### src/rtl/rdt_pkg.sv
package rdt_pkg;
   typedef enum logic [1:0] {
      POS_EARLY = 2'd0,
      POS_PRE   = 2'd1,
      POS_WIN   = 2'd2,
      POS_LATE  = 2'd3
   } win_pos_e;

   localparam int SLOT_Q = 0;
   localparam int SLOT_D = 1;
   localparam int N_SLOT = 2;
endpackage

### src/rtl/rdt_sat_timer.sv
module rdt_sat_timer #(
   parameter int TW = 5
) (
   input  logic          clk,
   input  logic          rst_n,
   input  logic          ld,
   input  logic [TW-1:0] ld_val,
   output logic [TW-1:0] tval
);
   localparam logic [TW-1:0] TMAX = '1;

   always_ff @(posedge clk or negedge rst_n) begin
      if (!rst_n)
         tval <= TMAX;
      else if (ld)
         tval <= ld_val;
      else if (tval != TMAX)
         tval <= tval + 1'b1;
   end
endmodule

### src/rtl/rdt_win_pos.sv
module rdt_win_pos
   import rdt_pkg::*;
#(
   parameter int TW = 5
) (
   input  logic [TW-1:0] tval,
   input  logic [TW-1:0] wbeg,
   output win_pos_e      pos
);
   logic [TW:0] tnext;
   assign tnext = {1'b0, tval} + 1'b1;

   always_comb begin
      if (tval == wbeg)
         pos = POS_WIN;
      else if (tnext == {1'b0, wbeg})
         pos = POS_PRE;
      else if (tval < wbeg)
         pos = POS_EARLY;
      else
         pos = POS_LATE;
   end
endmodule

### src/rtl/rdt_beat_stage.sv
module rdt_beat_stage (
   input  logic clk,
   input  logic rst_n,
   input  logic take,
   input  logic take_pre,
   input  logic dretry,
   input  logic art_now,
   output logic res_commit,
   output logic res_cancel,
   output logic pend
);
   logic st_v;
   logic st_pre;

   always_ff @(posedge clk or negedge rst_n) begin
      if (!rst_n) begin
         st_v   <= 1'b0;
         st_pre <= 1'b0;
      end else begin
         st_v   <= take;
         st_pre <= take & take_pre;
      end
   end

   assign pend       = st_v;
   assign res_commit = st_v & ~dretry & ~(st_pre & art_now);
   assign res_cancel = st_v & ~dretry & st_pre & art_now;
endmodule

### src/rtl/retry_data_tenure.sv
module retry_data_tenure
   import rdt_pkg::*;
#(
   parameter int OFS_W     = 4,
   parameter int MAX_BURST = 4,
   parameter bit ERR_CHECK = 1'b1
) (
   input  logic                           clk,
   input  logic                           rst_n,
   input  logic                           fast_mode,
   input  logic [OFS_W-1:0]               win_ofs,
   input  logic [$clog2(MAX_BURST+1)-1:0] burst_len,
   input  logic                           tstart,
   input  logic                           dgrant,
   input  logic                           xack,
   input  logic                           dretry,
   input  logic                           aretry,
   output logic                           bus_busy,
   output logic                           beat_acc,
   output logic                           beat_commit,
   output logic [$clog2(MAX_BURST+1)-1:0] commit_cnt,
   output logic                           beat_cancel,
   output logic                           req_withdrawn,
   output logic                           proto_err
);
   localparam int LEN_W = $clog2(MAX_BURST + 1);
   localparam int TW    = OFS_W + 1;
   localparam logic [TW-1:0]    TMAX    = '1;
   localparam logic [TW-1:0]    W_MIN   = TW'(2);
   localparam logic [LEN_W-1:0] LEN_MAX = LEN_W'(MAX_BURST);

   if (OFS_W < 2) begin : g_bad_ofs
      $error("OFS_W must be at least 2");
   end
   if (MAX_BURST < 1) begin : g_bad_burst
      $error("MAX_BURST must be at least 1");
   end

   // effective configuration
   logic [TW-1:0]    eff_w;
   logic [LEN_W-1:0] eff_len;
   assign eff_w   = (win_ofs < OFS_W'(2)) ? W_MIN : TW'(win_ofs);
   assign eff_len = (burst_len == '0)      ? LEN_W'(1) :
                    (burst_len > LEN_MAX)  ? LEN_MAX   : burst_len;

   // slot state
   logic             q_v;
   logic             d_v;
   logic [LEN_W-1:0] cnt;
   logic [LEN_W-1:0] d_len;

   logic             t_ld  [N_SLOT];
   logic [TW-1:0]    t_ldv [N_SLOT];
   logic [TW-1:0]    t_val [N_SLOT];
   win_pos_e         pos   [N_SLOT];

   for (genvar gi = 0; gi < N_SLOT; gi++) begin : g_slot
      rdt_sat_timer #(.TW(TW)) u_tmr (
         .clk    (clk),
         .rst_n  (rst_n),
         .ld     (t_ld[gi]),
         .ld_val (t_ldv[gi]),
         .tval   (t_val[gi])
      );
      rdt_win_pos #(.TW(TW)) u_pos (
         .tval (t_val[gi]),
         .wbeg (eff_w),
         .pos  (pos[gi])
      );
   end

   logic q_take, q_art, d_art, grant;
   assign q_take = tstart & ~q_v;
   assign q_art  = q_v & aretry & (pos[SLOT_Q] == POS_WIN);
   assign d_art  = d_v & aretry & (pos[SLOT_D] == POS_WIN);
   assign grant  = dgrant & q_v & ~d_v & ~q_art;

   assign t_ld[SLOT_Q]  = q_take;
   assign t_ldv[SLOT_Q] = TW'(1);
   assign t_ld[SLOT_D]  = grant;
   assign t_ldv[SLOT_D] = (t_val[SLOT_Q] == TMAX) ? TMAX : t_val[SLOT_Q] + 1'b1;

   // beat acceptance and resolution
   logic             pend, res_commit, res_cancel, ta_acc, cur_cancel;
   logic [LEN_W:0]   inflight;
   logic [LEN_W:0]   cnt_inc;

   assign inflight   = {1'b0, cnt} + (LEN_W+1)'(pend);
   assign cnt_inc    = {1'b0, cnt} + 1'b1;
   assign ta_acc     = d_v & xack & (inflight < {1'b0, d_len});
   assign cur_cancel = ta_acc & d_art;

   rdt_beat_stage u_stage (
      .clk        (clk),
      .rst_n      (rst_n),
      .take       (ta_acc & ~d_art),
      .take_pre   (pos[SLOT_D] == POS_PRE),
      .dretry     (dretry),
      .art_now    (d_art),
      .res_commit (res_commit),
      .res_cancel (res_cancel),
      .pend       (pend)
   );

   always_ff @(posedge clk or negedge rst_n) begin
      if (!rst_n) begin
         q_v           <= 1'b0;
         d_v           <= 1'b0;
         cnt           <= '0;
         d_len         <= LEN_W'(1);
         beat_acc      <= 1'b0;
         beat_commit   <= 1'b0;
         beat_cancel   <= 1'b0;
         req_withdrawn <= 1'b0;
      end else begin
         if (q_take)
            q_v <= 1'b1;
         else if (grant || q_art)
            q_v <= 1'b0;

         if (grant) begin
            d_v   <= 1'b1;
            cnt   <= '0;
            d_len <= eff_len;
         end else begin
            if (res_commit)
               cnt <= cnt_inc[LEN_W-1:0];
            if (d_art)
               d_v <= 1'b0;
            else if (res_commit && cnt_inc == {1'b0, d_len})
               d_v <= 1'b0;
         end

         beat_acc      <= ta_acc;
         beat_commit   <= res_commit;
         beat_cancel   <= res_cancel | cur_cancel;
         req_withdrawn <= q_art;
      end
   end

   assign bus_busy   = d_v;
   assign commit_cnt = cnt;

   if (ERR_CHECK) begin : g_err
      always_ff @(posedge clk or negedge rst_n) begin
         if (!rst_n)
            proto_err <= 1'b0;
         else
            proto_err <= ta_acc & fast_mode & (pos[SLOT_D] == POS_PRE);
      end

      assert_err_fast_only_R9: assert property (@(posedge clk) disable iff (!rst_n)
         proto_err |-> ($past(fast_mode) && $past(bus_busy)));
   end else begin : g_noerr
      assign proto_err = 1'b0;
   end

   assert_beat_needs_busy_R3: assert property (@(posedge clk) disable iff (!rst_n)
      beat_acc |-> $past(bus_busy));

   assert_cnt_bounded_R4: assert property (@(posedge clk) disable iff (!rst_n)
      commit_cnt <= d_len);

   assert_commit_cancel_excl_R5: assert property (@(posedge clk) disable iff (!rst_n)
      $onehot0({beat_commit, beat_cancel}));

   assert_busy_drop_R7: assert property (@(posedge clk) disable iff (!rst_n)
      d_art |=> !bus_busy);

   assert_withdraw_R8: assert property (@(posedge clk) disable iff (!rst_n)
      q_art |=> (req_withdrawn && !q_v));

   assert_older_kept_R11: assert property (@(posedge clk) disable iff (!rst_n)
      (q_art && d_v && !res_commit) |=> bus_busy);
endmodule

### config.mk
export PLATFORM = sky130hd
export DESIGN_NAME = retry_data_tenure
export DESIGN_NICKNAME = d
export VERILOG_FILES = /design/src/rtl/rdt_pkg.sv /design/src/rtl/rdt_sat_timer.sv /design/src/rtl/rdt_win_pos.sv /design/src/rtl/rdt_beat_stage.sv /design/src/rtl/retry_data_tenure.sv
export SDC_FILE = /design/constraint.sdc
export NUM_CORES = 1
export LEC_CHECK = 0
export ABC_AREA = 0
export BUFFER_PORTS_ARGS = -buffer_cell sky130_fd_sc_hd__buf_4
export CORE_MARGIN = 4
export CORE_UTILIZATION = 35
export CTS_BUF_LIST = sky130_fd_sc_hd__clkbuf_16
export CTS_CLUSTER_SIZE = 40
export DETAILED_ROUTE_END_ITERATION = 12
export GPL_ROUTABILITY_DRIVEN = 0
export PLACE_DENSITY = 0.55
export SYNTH_ARGS = -nofsm -noshare
export SYNTH_HDL_FRONTEND = slang
export SYNTH_SLANG_ARGS = --single-unit
### constraint.sdc
create_clock -name clk -period 2.47 [get_ports clk]
set_clock_uncertainty 0.05 [all_clocks]
set_input_delay 0 -clock clk [delete_from_list [all_inputs] [get_ports clk]]
set_output_delay 0 -clock clk [all_outputs]
set_load 0.005 [all_outputs]
==> results.md, run 1 <==
Setup path:
- The launching element type of the critical path is a flip-flop.
- The start of the worst register-to-register path is commit_cnt[0].
- Along the worst path, the maximum fanout reaches 6.
- The critical path in this run is classified as flip-flop to flip-flop.
- The worst setup path is captured at a flip-flop.
- The launch point of the worst path is commit_cnt[0].
- The required time at the worst-slack endpoint is 2.58 ns.
- At the worst endpoint, the arrival time is 2.27 ns.

Routing:
- The mean routed wirelength per cell is 13.7 um.
- The count of nets left with antenna violations once routing finished came out at 0.
- The met3 wirelength from detailed routing is 179 um.
- The wire length the detailed router placed on met1 is 1.54 mm.
- Summed over all layers, the routed wires come to 3.29 mm.
- Using the TritonRoute via totals, the vias-per-cell ratio works out to 4.95.
- The number of DRC violations after detailed-routing iteration 0 is 28.
- For this block, the via count after detailed routing is 1184.
- After detailed routing, the number of remaining DRC violations is 0.
- The highest metal layer used by the detailed router is met4.
- Summed over all nets, wire length on met2 after detailed routing comes to 1.53 mm.
- The pre-antenna-repair detailed-routing pass consisted of 4 iterations.

Finish:
- The repair_antennas step left the layout with diodes totalling 0.
- Relative to the synthesized area, the layout overhead comes to 23.0%.
- In the final layout, the multi-input gates occupy 891 um2.
- The final layout net count is 221.
- Counting the fill cells in the layout gives 424.
- Cells with a size suffix above 1 make up 21.9% of the layout.
- In the final layout, flip-flops and latches occupy 639 um2.
- Leaving out filler cells and counting taps, the final layout contains 239.

Floorplanning:
- The die covers 5710 um2.
- The top-level I/O count is 24.
- The initial utilization of the core area, before any placement, comes to 36.4%.
- The floorplan die width is 75.6 um.
- In this run the core area contains 24 standard-cell rows.
- The height of the die is 75.6 um.
- The standard cell core area is 4380 um2.

Timing:
- Headroom to the max-slew limit came out at 59.9%.
- Dividing the final minimum period by the clock period gives 87.4%.
- Setup repair after global routing left no endpoint under its margin.
- Static timing analysis puts the maximum clock frequency at 463 MHz.
- The worst hold slack is 0.0592 ns.
- At the pin with the least slew margin, the transition time is 0.600 ns.
- The minimum clock period after layout is 2.16 ns.
- Setup violations remaining at the end of the flow were counted as 0.
- The final hold violation count came to 0.
- The number of pins exceeding their max-slew limit in the final report is 0.
- Setup total negative slack on the finished layout was measured at 0 ns.

Clock network:
- The clock tree from TritonCTS is built.
- Counting the buffers created by CTS gives 3.
- Clock latency on the worst-skew pair, taken at its later pin, is 0.26 ns.
- The clock transition at the register clock pins on the worst setup and hold paths after CTS is 0.06 ns.
- After clock tree synthesis, the repair step resized 0 gates.
- In this run the number of H-tree levels came out at 1.
- The tree built by TritonCTS fans out to 25 sinks.
- The clock tree root buffer cell is clkbuf_16.
- The buffer levels on the longest clock path is 2.

Synthesis:
- The number of cells produced by synthesis is 156.
- The cell type with the highest aggregate area in the netlist is dfrtp_1.
- The commonest cells after synthesis are 18 x ha_1, 14 x dfrtp_1, 13 x inv_1, 11 x dfstp_2, 11 x nor2b_1.
- The area share of the largest cell type after synthesis is 21.9%.
- The count of yosys warnings during synthesis is 0.
- The dominant register cell in the synthesized netlist is dfrtp_1.
- Yosys mapped the design onto 37 distinct sky130hd cell types.
- Each instance of the synthesized netlist takes up on average 10.2 um2.
- The post-synthesis instance area is 1600 um2.
- Summing the sequential cell areas from Yosys gives 40.0% of the chip area.
- In the post-synthesis netlist, the biggest area contributors are dfrtp_1 22%, dfstp_2 18%, ha_1 14%, xnor2_1 5.5%, nor2b_1 4.3%.
- The share of synthesized registers carrying an async set or reset is 100%.
- When the netlist entered floorplanning its net count stood at 189.
- Yosys instantiated no cell more often than ha_1.
- The number of enable flip-flop cells after synthesis is 0.
- Counting flops and latches in the post-synthesis netlist gives 25.

Run:
- The tool flagged a number of max-cap violations equal to 0.

GRT:
- The first-pass GRT wire length is 5.64 mm.
- The via count of the first global-routing pass is 1212.
- The total global-route track usage is 13.0%.
- Entering global routing, the biggest net connects 26 pins.
- The number of antenna violations at the first check in global routing is 0.
- The total congestion overflow is 0.

Place:
- The count of placed standard cells including taps is 228.
- The HPWL reported at the end of detailed placement is 2.51 mm.
- During placement, the flow inserted port buffers numbering 23.

Min path:
- The worst hold path begins at aretry.
- The min-delay analysis places its worst path in the category input port to flip-flop.

Power and ir drop:
- The analysis attributes to cell leakage a power of 0.928 nW.
- The worst voltage drop across the vdd grid is 0.000519 V.
- The areal power density over the cells is 1120 nW/um2.

Outcome:
- The run finished with clean final reports.
==> layout make-up <==
class,count,area share [%]
repair buffers,30,12.3
well taps,52,3.31
clock inverters,1,0.191
clock buffers,3,3.82
multi-input cells,115,45.3
inverters,13,2.48
flip-flops and latches,25,32.5
==> worst paths after layout <==
| path | to | slack (ns) | depth (start not counted) |
|---|---|---|---|
| worst max-delay path | proto_err | 0.31 | 7 |
| worst min-delay path | req_withdrawn | 0.06 | 3 |
| worst max register to register | proto_err | 0.31 | 7 |
| worst min register to register | d_len[0] | 0.45 | 2 |
| max in group asynchronous | g_slot[0].u_tmr.tval[4] | 1.93 | 2 |
| min in group asynchronous | u_stage.pend | 0.14 | 2 |
==> per-layer routing <==
layer	track usage, %	vias up
met5	0	-
met4	2.72	0
met3	3.30	4
met2	22.0	23
met1	16.7	563
li1	-	594
==> state kept, by name, summed over array words and instances, names as in the netlist <==
name / flops
d_len: 3
proto_err: 1
beat_commit: 1
u_stage.pend: 1
commit_cnt: 3
req_withdrawn: 1
bus_busy: 1
u_stage.st_pre: 1
g_slot.u_tmr.tval: 10
beat_cancel: 1
beat_acc: 1
q_v: 1
==> cell usage in the layout (no fill, tap or decap), types with 7 or more instances in the layout <==
cell type	count
nor2b_1	11
ha_1	18
nand2_1	10
dfrtp_1	14
dlygate4sd3_1	7
xnor2_1	10
inv_1	14
dfstp_2	11
nor2_1	9
buf_4	23
==> power breakdown <==
part | internal [mW] | switching (mW)
Combinational | 0.509 | 0.477
Sequential | 0.637 | 0.209
Clock | 0.217 | 0.145
==> repair_timing <==
action,CTS,global route
hold buffers,7,0
setup buffers,0,0
endpoints found under the hold margin,32,0
==> worst max-delay path, stage by stage (launching register included) <==
cell and delay, ns:
dfrtp_1 0.44, ha_1 0.24, ha_1 0.19, xor2_1 0.14, ha_1 0.20, a311oi_1 0.24
o21ai_0 0.25, nor4_1 0.31
==> per-stage QoR <==
step,worst slack (ns),instance area [um2],total power [mW],util (%)
2_1_floorplan,0.491,1600,1.57,-
3_3_place_gp,0.401,1820,1.82,41.4
3_5_place_dp,0.301,1820,1.84,41.4
4_1_cts,0.289,1970,2.22,44.8
5_1_grt,0.222,1970,2.39,44.8
6_report,0.311,1970,2.19,44.8
==> logic make-up (layout without fill, tap and decap cells) <==
logic type	count (synthesis)	count (layout)	synth area share, %
xor+xnor	17	17	10.5
fa+ha+maj	18	18	14.1
mux	7	7	4.46
flops	25	25	40.0
compound gates	24	24	10.6
simple gates	49	49	16.1
buf+inv	16	47	4.23
No activity file was read; power rests on OpenSTA's default activity.
==> run 2: changes to the inputs <==
--- a/config.mk
+++ b/config.mk
@@ -16,4 +16,5 @@
 export PLACE_DENSITY = 0.55
 export SYNTH_ARGS = -nofsm -noshare
 export SYNTH_HDL_FRONTEND = slang
+export SYNTH_HIERARCHICAL = 1
 export SYNTH_SLANG_ARGS = --single-unit
==> results.md, run 2 <==
Synthesis:
- The post-synthesis share of cell area spent on full adders, half adders and majority gates is 14.1%.
- For this run, asynchronously set or reset flops after synthesis account for 100%.
- The number of distinct library cells after synthesis is 41.
- In the post-synthesis netlist, the biggest area contributors are dfrtp_1 18%, dfstp_2 15%, ha_1 14%, xnor2_1 7.2%, xor2_1 4.5%.
- The synthesized design contains 0 enable-type register cells.
- The post-synthesis register bit count is 25.
- Sequential elements use 32.9% of the synthesized area.
- By instance count, the leading cell after synthesis is ha_1.
- The xor-xnor portion of the synthesized cell area is 11.7%.
- By count the netlist is led by 22 x ha_1, 16 x nand2_1, 16 x xnor2_1, 15 x inv_1, 14 x dfrtp_1.
- The complex-gate fraction of the synthesized area is 13.1%.
- The post-synthesis instance area is 1950 um2.
- The biggest area contributor in the post-synthesis netlist is dfrtp_1.
- The area share of the largest cell type after synthesis is 18.0%.
- The synthesized netlist devotes 18.3% of its cell area to simple gates.
- After synthesis, the largest family of logic cells by area is simple AND/OR/NAND/NOR gates.
- The number of cells produced by synthesis is 201.
- A synthesized cell averages 9.68 um2.
- For this run, the leading register cell type out of synthesis is dfrtp_1.
- The count of yosys warnings during synthesis is 6.
- Measured against the total synthesized area, the mux share comes to 5.02%.

Place:
- The number of input and output port buffers inserted is 23.
- The HPWL reported at the end of detailed placement is 3.17 mm.
- The number of placed instances, taps included, is 307.

Clock network:
- The clock transition at the register clock pins on the worst setup and hold paths after CTS is 0.06 ns.
- The root buffer cell chosen for the clock tree is clkbuf_16.
- Clock tree synthesis inserted a total of 3 buffers.
- The number of levels the H-tree was split into is 1.
- The number of sinks handled by clock tree synthesis is 25.
- The clock latency on the worst-skew pair is 0.26 ns.
- The buffer levels on the longest clock path is 2.
- TritonCTS built the clock tree.

Routing:
- The DRC violation count after routing is 0.
- The wire length on met2 is 1.99 mm.
- The highest layer touched by signal routing is met4.
- The wire length the detailed router placed on met1 is 1.88 mm.
- The mean routed wirelength per cell is 12.6 um.
- The number of DRC violations after detailed-routing iteration 0 is 29.
- The via-per-instance ratio is 4.62.
- Detailed routing placed a total of 109 um of wire on met3.
- For this block, the via count after detailed routing is 1475.
- The detail route stage leaves a number of antenna-violating nets equal to 0.
- Wires add up to 4.02 mm.
- The number of detailed-routing iterations run before antenna repair is 4.

GRT:
- The total global-route track usage is 12.9%.
- The number of antenna violations at the first check in global routing came to 0.
- The via count of the first global-routing pass came to 1469.
- Entering global routing, the biggest net connects 26 pins.
- The total congestion overflow is 0.
- The first-pass GRT wire length is 6.78 mm.

Setup path:
- The critical path class is flip-flop to flip-flop.
- The type of destination of the critical path is a flip-flop.
- At the worst endpoint, the required time is 2.58 ns.
- For the worst setup path, the data arrival time is 2.49 ns.
- STA classifies the critical path startpoint as a flip-flop.
- The maximum fanout along the worst path is 6.

Timing:
- The accumulated negative setup slack is 0 ns.
- At the pin with the least slew margin, the transition time is 0.518 ns.
- The number of pins exceeding their max-slew limit in the final report is 0.
- For the finished layout, the period the worst path requires is 2.38 ns.
- The final cycle utilization of the critical path is 96.3%.
- The tightest hold path in the finished design has a slack of 0.0150 ns.
- Setup violations remaining at the end of the flow were counted as 0.
- The final hold violation count is 0.
- The maximum clock frequency is 420 MHz.
- In this run the tightest slew margin relative to its limit is 65.4%.

Finish:
- The library cell used most frequently in the layout, excluding fill and tap cells, is buf_4.
- The final layout net count is 287.
- The growth of design area from synthesis to finish is 28.1%.
- The number of antenna repair diodes is 0.
- For this run, the number of standard cells in the final layout without fillers is 319.
- In the final layout, the share of cells above drive strength 1 is 29.3%.
- Counting the fill cells in the layout gives 516.
- The register with the most flip-flops in the layout has 10 of them.
- The largest registers in the layout are g_slot.u_tmr/tval x10, commit_cnt x3, d_len x3.
- g_slot.u_tmr/tval holds more flip-flops than any other register.
- The library cells used most frequently in the layout, excluding fill and tap cells, are 37 x buf_4, 20 x ha_1, 16 x nand2_1, 16 x xnor2_1.

Floorplanning:
- The height of the die is 82.6 um.
- The number of rows in the core area is 26.
- The total area inside the core boundary comes to 5240 um2.
- The floorplan die width is 82.6 um.
- The starting utilization of the core area is 37.1%.
- The top-level I/O count is 24.
- The area enclosed by the die boundary is 6820 um2.

Power and ir drop:
- The cell-internal power is 1.79 mW.
- The worst-case IR drop observed on VDD is 0.000576 V.
- The areal power density over the cells is 1170 nW/um2.
- The power share of the combinational group is 57.7%.
- The power share of the sequential group is 29.9%.
- The net switching power is 1.13 mW.
- The clock network power share is 12.4%.
- For this design the static power due to leakage is 1.22 nW.
- The switching share of total power is 38.8%.
- The sum of internal, switching and leakage power is 2.92 mW.

Min path:
- The path class of the tightest hold or removal check is input port to flip-flop.

Outcome:
- The flow ran to the end, and the final reports show no timing, DRC or antenna violations.

Run:
- The reported max-cap violation count is 0.
## run 2: cell types whose count changed in the layout (fill, tap and decap cells not counted), sizes merged, moves of 4 or more
cell | before | now
a21o | 0 | 7
xnor2 | 11 | 16
conb | 0 | 9
xor2 | 6 | 10
ha | 18 | 22
nor2b | 11 | 5
buf | 23 | 38
nand2 | 10 | 16
and3 | 1 | 10
## run 2: area by class of cell
cell class / instances / area (um2) / area share, %
clock inverter: 1 / 5.00 / 0.201
timing repair buffer: 43 / 343 / 13.8
inverter: 15 / 56.3 / 2.26
tap: 70 / 87.6 / 3.51
multi-input combinational: 162 / 1290 / 51.6
sequential: 25 / 639 / 25.7
clock buffer: 3 / 75.1 / 3.01
## run 2: cells by family after synthesis
kind of cell / after synthesis
muxes: 9
other: 2
xor gates and xnor gates: 26
adders and majority gates: 22
DFF: 25
and+or+nand+nor: 59
AOI/OAI and AO/OA: 37
buffers and inverters: 21
## run 2: worst max-delay path, stage by stage (launching register included)
cell and delay, ns:
dfstp_2 0.57, ha_4 0.21, xor2_1 0.16, a311oi_2 0.18, nand4_1 0.15, a31oi_1 0.24
nand3b_4 0.18, and3_4 0.24, buf_4 0.13, nand3b_1 0.07, o21ai_0 0.10
## run 2: metal layers
metal  GRT usage (%)  up-vias
met5               0        -
met4            3.43        0
li1                -      784
met3            2.60        4
met1            16.5      674
met2            21.9       13
## run 2: path summary, 6_finish.rpt
path / cells after the start / slack, ns / start / to
worst min-delay path: 3 / 0.01 / xack / beat_acc
min in group asynchronous: 2 / 0.12 / rst_n / req_withdrawn
worst min register to register: 2 / 0.49 / q_v / req_withdrawn
max in group asynchronous: 2 / 1.95 / rst_n / g_slot[1].u_tmr/tval[4]
worst max register to register: 10 / 0.09 / g_slot[0].u_tmr/tval[0] / d_len[1]
worst max-delay path: 10 / 0.09 / g_slot[0].u_tmr/tval[0] / d_len[1]
## run 2: power by group through the flow
stage / sequential, mW / clock [mW] / combinational, mW
after CTS: 0.879 / 0.368 / 1.67
after global placement: 0.879 / 0 / 1.63
final: 0.873 / 0.362 / 1.68
after detailed placement: 0.884 / 0 / 1.64
after global routing: 0.905 / 0.390 / 1.91
after floorplan: 0.901 / 0 / 1.15
## run 2: repair_timing
item	in CTS	in global routing
endpoints found under the hold margin	29	0
setup endpoints to repair	1	8
hold buffers	5	0
pin swaps	5	5
buffers inserted	1	2
resized for setup	0	4
## run 2: stage by stage
stage | util (%) | setup slack, ns | instance area, um2
CTS | 47.1 | 0.0231 | 2470
global placement | 44.5 | 0.0499 | 2330
detailed placement | 44.5 | 0.0206 | 2330
finish | 47.6 | 0.0918 | 2490
global route | 47.6 | -0.0247 | 2490
floorplan | - | -0.00900 | 2020
